## src/rtl/dg_pkg.sv

```systemverilog
package dg_pkg;

  typedef enum logic [1:0] {
    DG_RECESSIVE = 2'd0,
    DG_DRIVE     = 2'd1,
    DG_BLOCKED   = 2'd2
  } dg_state_e;

  function automatic int unsigned dg_cnt_width(input int unsigned limit);
    return (limit < 1) ? 1 : $clog2(limit + 1);
  endfunction

endpackage

```

## src/rtl/dg_dwell_counter.sv

```systemverilog
module dg_dwell_counter #(
  parameter int unsigned LIMIT = 10
) (
  input  logic clk,
  input  logic rst_n,
  input  logic dom_req,
  input  logic tick,
  output logic expired
);
  localparam int unsigned CW = dg_pkg::dg_cnt_width(LIMIT);
  localparam logic [CW-1:0] LIM_C = CW'(LIMIT);

  logic [CW-1:0] cnt;
  logic          sat;

  assign sat     = (cnt == LIM_C);
  assign expired = sat;

  always_ff @(posedge clk or negedge rst_n) begin
    if (!rst_n) begin
      cnt <= '0;
    end else if (!dom_req) begin
      cnt <= '0;
    end else if (tick && !sat) begin
      cnt <= cnt + 1'b1;
    end
  end

  p_no_overflow_r4: assert property (@(posedge clk) disable iff (!rst_n)
    cnt <= LIM_C);

  p_hold_sat_r4: assert property (@(posedge clk) disable iff (!rst_n)
    (sat && dom_req) |=> sat);

  p_clear_r5: assert property (@(posedge clk) disable iff (!rst_n)
    !dom_req |=> (cnt == '0));

  p_step_r3: assert property (@(posedge clk) disable iff (!rst_n)
    (dom_req && tick && !sat) |=> (cnt == $past(cnt) + 1'b1));

  p_no_tick_r8: assert property (@(posedge clk) disable iff (!rst_n)
    (dom_req && !tick) |=> $stable(cnt));

endmodule

```

## src/rtl/dg_gate.sv

```systemverilog
module dg_gate (
  input  logic clk,
  input  logic rst_n,
  input  logic dom_req,
  input  logic expired,
  input  logic lockout,
  output logic drv_en,
  output logic timed_out
);
  import dg_pkg::*;

  dg_state_e state;

  always_comb begin
    if (!rst_n || !dom_req) begin
      state = DG_RECESSIVE;
    end else if (expired) begin
      state = DG_BLOCKED;
    end else begin
      state = DG_DRIVE;
    end
  end

  assign drv_en    = (state == DG_DRIVE) && !lockout;
  assign timed_out = (state == DG_BLOCKED);

  p_recessive_r1: assert property (@(posedge clk) disable iff (!rst_n)
    !dom_req |-> (!drv_en && !timed_out));

  p_lockout_r6: assert property (@(posedge clk) disable iff (!rst_n)
    lockout |-> !drv_en);

  p_blocked_r4: assert property (@(posedge clk) disable iff (!rst_n)
    timed_out |-> !drv_en);

  p_drive_r2: assert property (@(posedge clk) disable iff (!rst_n)
    (dom_req && !expired && !lockout) |-> drv_en);

endmodule

```

## src/rtl/dom_guard.sv

```systemverilog
module dom_guard #(
  parameter int unsigned TIMEOUT_TICKS = 10
) (
  input  logic clk,
  input  logic rst_n,
  input  logic tx_n,
  input  logic tick,
  input  logic lockout,
  output logic drv_en,
  output logic timed_out
);
  logic dom_req;
  logic expired;

  assign dom_req = ~tx_n;

  dg_dwell_counter #(
    .LIMIT(TIMEOUT_TICKS)
  ) u_cnt (
    .clk    (clk),
    .rst_n  (rst_n),
    .dom_req(dom_req),
    .tick   (tick),
    .expired(expired)
  );

  dg_gate u_gate (
    .clk      (clk),
    .rst_n    (rst_n),
    .dom_req  (dom_req),
    .expired  (expired),
    .lockout  (lockout),
    .drv_en   (drv_en),
    .timed_out(timed_out)
  );

  initial begin
    if (TIMEOUT_TICKS < 1) $error("TIMEOUT_TICKS must be at least 1");
  end

endmodule

```

## config.mk

```make
export PLATFORM = sky130hd
export DESIGN_NAME = dom_guard
export DESIGN_NICKNAME = d
export VERILOG_FILES = /design/src/rtl/dg_pkg.sv /design/src/rtl/dg_dwell_counter.sv /design/src/rtl/dg_gate.sv /design/src/rtl/dom_guard.sv
export SDC_FILE = /design/constraint.sdc
export NUM_CORES = 1
export LEC_CHECK = 0
export BUFFER_PORTS_ARGS = -buffer_cell sky130_fd_sc_hd__clkbuf_2
export CAP_MARGIN = 10
export CORE_AREA = 2 2 39 41
export CTS_BUF_LIST = sky130_fd_sc_hd__clkbuf_8
export CTS_CLUSTER_SIZE = 8
export DETAILED_ROUTE_END_ITERATION = 8
export DIE_AREA = 0 0 41 43
export MAX_ROUTING_LAYER = met4
export PLACE_DENSITY_LB_ADDON = 0.05
export SYNTH_ARGS = -nofsm -noshare
export SYNTH_HDL_FRONTEND = slang
export SYNTH_HIERARCHICAL = 1
export SYNTH_SLANG_ARGS = --single-unit
```

## constraint.sdc

```tcl
create_clock -name clk -period 4.06 [get_ports clk]
set_input_delay 1.015 -clock clk [delete_from_list [all_inputs] [get_ports clk]]
set_output_delay 1.015 -clock clk [all_outputs]
set_load 0.005 [all_outputs]
```

# --- Yosys cells after proc, flatten, opt, wreduce, memory -nomap -nowiden ---
# Index checks and enable logic that the tools add are counted.
totals:
  reg_bits: 4
  input_bits: 5
  out_inout_bits: 2
  wordCells: 16
classes:
  addsub: 1
  eq_ne: 3
  n_mux: 4
  reduce_logical: 7
ops:
  columns: ["op", "count"]
  rows:
  - ["two-way mux 4 bit", 2]
  - ["adder 4 x 1 -> 4 bit, second input constant", 1]
  - ["equality test 4 bit, second input constant", 1]
  - ["two-way mux 2 bit", 2]
  - ["zero test 1 bit", 3]
  - ["equality test 2 x 1 -> 1 bit, second input constant", 1]
  - ["equality test 2 bit, second input constant", 1]
  - ["logical AND 1 bit", 2]
  - ["nonzero test 2 bit", 1]
  - ["logical OR 1 bit", 1]

# --- Depth between registers and ports, before layout ---
logic_depth:
  depth_word: 5
  depth_mapped: 5
  ltp_nobuf: 5

# --- Modules after synthesis ---
# Netlist, hierarchy kept.
modules_own_cells:
  columns: ["mod", "instances", "cells_each", "area_each_um2", "seq_area_each_um2"]
  rows:
  - ["dg_dwell_counter", 1, 23, 239.0, 100.1]
  - ["dg_gate", 1, 2, 20.0, 0.0]
  - ["dom_guard", 1, 1, 3.8, 0.0]

# --- Worst setup path after synthesis ---
# Ideal clock, no wire load.
synth_timing:
  path_type: "input port to output port"
  start: "input port tx_n"
  end: "output port drv_en"
  arrival_ns: 1.346
  t_required_ns: 3.045
  path_slack_ns: 1.699
  path_stages: 2
  n_path_buf: 0
  path_cell_list: "inv_1 and4bb_2"
synth_between:
  elab_chain_len: 4
synth_rtl:
  columns: ["element", "line_no", "text"]
  rows:
  - ["start: declaration", "dom_guard.sv:6", "input logic tx_n,"]
  - ["logical OR 1 bit", "dg_gate.sv:15", "if (!rst_n || !dom_req) begin"]
  - ["two-way mux 2 bit", "dg_gate.sv:15", null]
  - ["equality test 2 x 1 -> 1 bit", "dg_gate.sv:24", "assign drv_en = (state == DG_DRIVE) && !lockout;"]
  - ["logical AND 1 bit", "dg_gate.sv:24", null]
  - ["end: declaration", "dom_guard.sv:9", "output logic drv_en,"]
# Every way passes these cells.

# --- Worst setup path after layout ---
# Same ends and word-level chain as after synthesis.

==> results.ini <==
[pwr]
net_sw_power_uw = 26.6
power.density_cell_area_nw_per_um2 = 385
power.internal_uw = 110
pwr-share-clk_pct = 60.3
total_leakage_power_nw = 0.226
report.power.total_uw = 136
pwr-share-seq_pct = 31.6
share_comb_of_total_power_pct = 8.0
irDropWorstVdd_mv = 0.144
swShare_pct = 19.5

[floorplan]
die_width_um = 41
floorplan.initialDensity_pct = 19.0
io-pin-count = 7
placement_rows = 14
dieHeight_um = 43
die_footprint_sq_um = 1760
core_sq_um = 1380

[job]
drv.max_cap_violation_count = 0

[clock_network]
numCtsBuffers = 3
post-cts-setup-buffers = 0
cts_tree = built
htree_levels = 1
cts.root.buffer_cell = clkbuf_8
cts.sinks = 4
clk-insertion-delay-late_ns = 0.22
maximum_buffer_depth_of_the_clock_tree = 2
cts.reportedPaths.clkPinSlew_ns = 0.03
hold_bufs_at_cts = 0
ctsResizeCount = 0

[hold_path]
whs_path_depth = 2
worstHoldPathType = flip-flop to flip-flop

[sta]
timing_hold_violations_final = 0
timing.final.crit_share_pct = 63.9
setup_tns_ns = 0
slew_viol_final = 0
timing.final.setup_violations = 0
worst_slack_ns = 1.47
worst-slew-pin-transition_ns = 0.182
period_needed_ns = 2.59
maxClockFrequency_ghz = 0.385
timing.slew.headroom_pct = 87.9
grt_setup_unrepaired = no
fin_skew_ns = 0.000932

[yosys]
synth-xor-area-share_pct = 3.33
synth_area_leader_cell = dfrtp_1
fraction_of_synthesized_area_in_multiplexers_pct = 0
synth_top_cell_area_share_pct = 38.1
register_area_share_after_synthesis_pct = 38.1
synthAdderAreaFrac_pct = 9.52
ys_async_sr_fraction_pct = 100
synth_common_cells = dfrtp_1, inv_1, nand2_1, a21oi_1, ha_1
syn-num-nets = 33
syn_inst = 26
synth-edff-count = 0
postSynthRegisterBits = 4
yosys_most_used_dff = dfrtp_1
synth_cell_type_count = 16
synth_top_family_by_area = simple AND/OR/NAND/NOR gates
simple_gate_portion_of_the_synthesized_area_pct = 30.0
synthTopCellsByArea = dfrtp_1, ha_1, nand3b_4, inv_1, and4bb_2
syn_area_per_cell_sq_um = 10.1
compound_gate_fraction_of_synth_area_pct = 13.3
synth.yosys.warnings = 6
synth.cell_area_sq_um = 263

[global_route]
fraction_of_met1_tracks_used_by_global_routing_pct = 10.4
grt-ovfl-total = 0
groute.layer.met3.usage_pct = 4.71
grt-busiest-layer = met1
first_global_vias = 226
grt_max_degree = 8
grt_antenna_before_repair = 0
global_route_wire_length_before_repair_um = 931
met2_usage_pct = 10.0
global_route_usage_sum_pct = 8.76

[final_layout]
register_area_sq_um = 100
final_util_pct = 25.6
antenna-diode-count = 0
nets = 44
largest_register_ffs = 4
top_regs = u_cnt/cnt (4)
post_route_cells_drive_above_1_share_pct = 34.3
multi_input_combinational_cell_area_sq_um = 148
n_fill_cell = 163
regMostFlops = u_cnt/cnt
layout_area_growth_over_synthesis_pct = 34.8

[place]
place_hpwl_um = 415
gp_routability_congestion = 0.641
numPortBuffers = 6
pre_cts_ws_ns = 1.46

[detailed_routing]
avgRoutedWirePerCell_um = 10.4
drtPass1Iterations = 2
route.antenna.remaining_nets = 0
wl_um = 529
iter_0_drt_violations = 4
via_count_of_the_routed_design = 222
drcViolationCount = 0
detail_route.vias_per_cell = 4.35

[worst_setup_path]
critical_path_class = input pin to output port
worst_setup_path_end_kind = output port
rr_worst_depth = 5
cp_data_required_time_ns = 3.04
critical_path_arrival_ns = 1.58
crit_path_start_kind = input pin
path_max_fanout = 7

[outcome]
run_status = finished clean

==> worst paths after layout <==
kind / startpoint / end / slack (ns)
max: tx_n / drv_en / 1.47
min: u_cnt/cnt[2] / u_cnt/cnt[2] / 0.57
max reg2reg: u_cnt/cnt[0] / u_cnt/cnt[2] / 2.74
min reg2reg: u_cnt/cnt[2] / u_cnt/cnt[2] / 0.57
max in group asynchronous: rst_n / u_cnt/cnt[0] / 3.30
min in group asynchronous: rst_n / u_cnt/cnt[3] / 0.62
==> metrics by stage <==
stage	area, sq um	cells	hold slack (ns)
global route	354	51	0.610
finish	354	51	0.569
detailed placement	313	48	0.570
floorplan	263	26	0.529
global placement	313	48	0.569
CTS	354	51	0.579
==> cells by family (layout without fill, tap and decap cells) <==
| group | count (synthesis) | count (layout) |
|---|---|---|
| buffers and inverters | 4 | 13 |
| and+or+nand+nor | 10 | 10 |
| AOI/OAI and AO/OA | 5 | 5 |
| adders and majority gates | 2 | 2 |
| DFF | 4 | 4 |
| xor gates and xnor gates | 1 | 1 |
==> area by class of cell <==
cell class,count,share of cell area [%]
clock buffers,3,11.7
inverters,4,4.24
multi-input cells,18,41.7
flip-flops and latches,4,28.3
well taps,16,5.65
repair buffers,6,8.48
==> power by group through the flow <==
stage | Combinational [mW] | Sequential (mW) | Clock [mW]
floorplan | 0.00611 | 0.0432 | 0
global placement | 0.0110 | 0.0438 | 0
detailed placement | 0.0109 | 0.0436 | 0
CTS | 0.0110 | 0.0432 | 0.0860
global route | 0.0124 | 0.0434 | 0.0874
finish | 0.0110 | 0.0432 | 0.0823
==> layer usage <==
layer	share of wire (%)	vias to the layer above
li1	-	110
met1	44	104
met2	45	6
met3	7.2	2
met4	3.0	0
met5	0	-
==> worst max-delay path, cell delays in order <==
cell      delay [ns]
clkbuf_2        0.08
inv_1           0.15
and4bb_2        0.24
clkbuf_2        0.10
==> cells in the final DEF, fill, tap and decap left out <==
cell type / count
and3_1: 1
or3b_1: 1
nand2_1: 3
inv_1: 4
dfrtp_1: 4
nand3b_4: 1
ha_1: 2
and4bb_2: 1
o21a_1: 1
a41o_1: 1
and3_2: 1
a21boi_1: 1
and2_1: 1
a21oi_1: 2
clkbuf_2: 6
nand4_1: 1
clkbuf_8: 3
xnor2_1: 1
(Power assumes the default switching activity.)
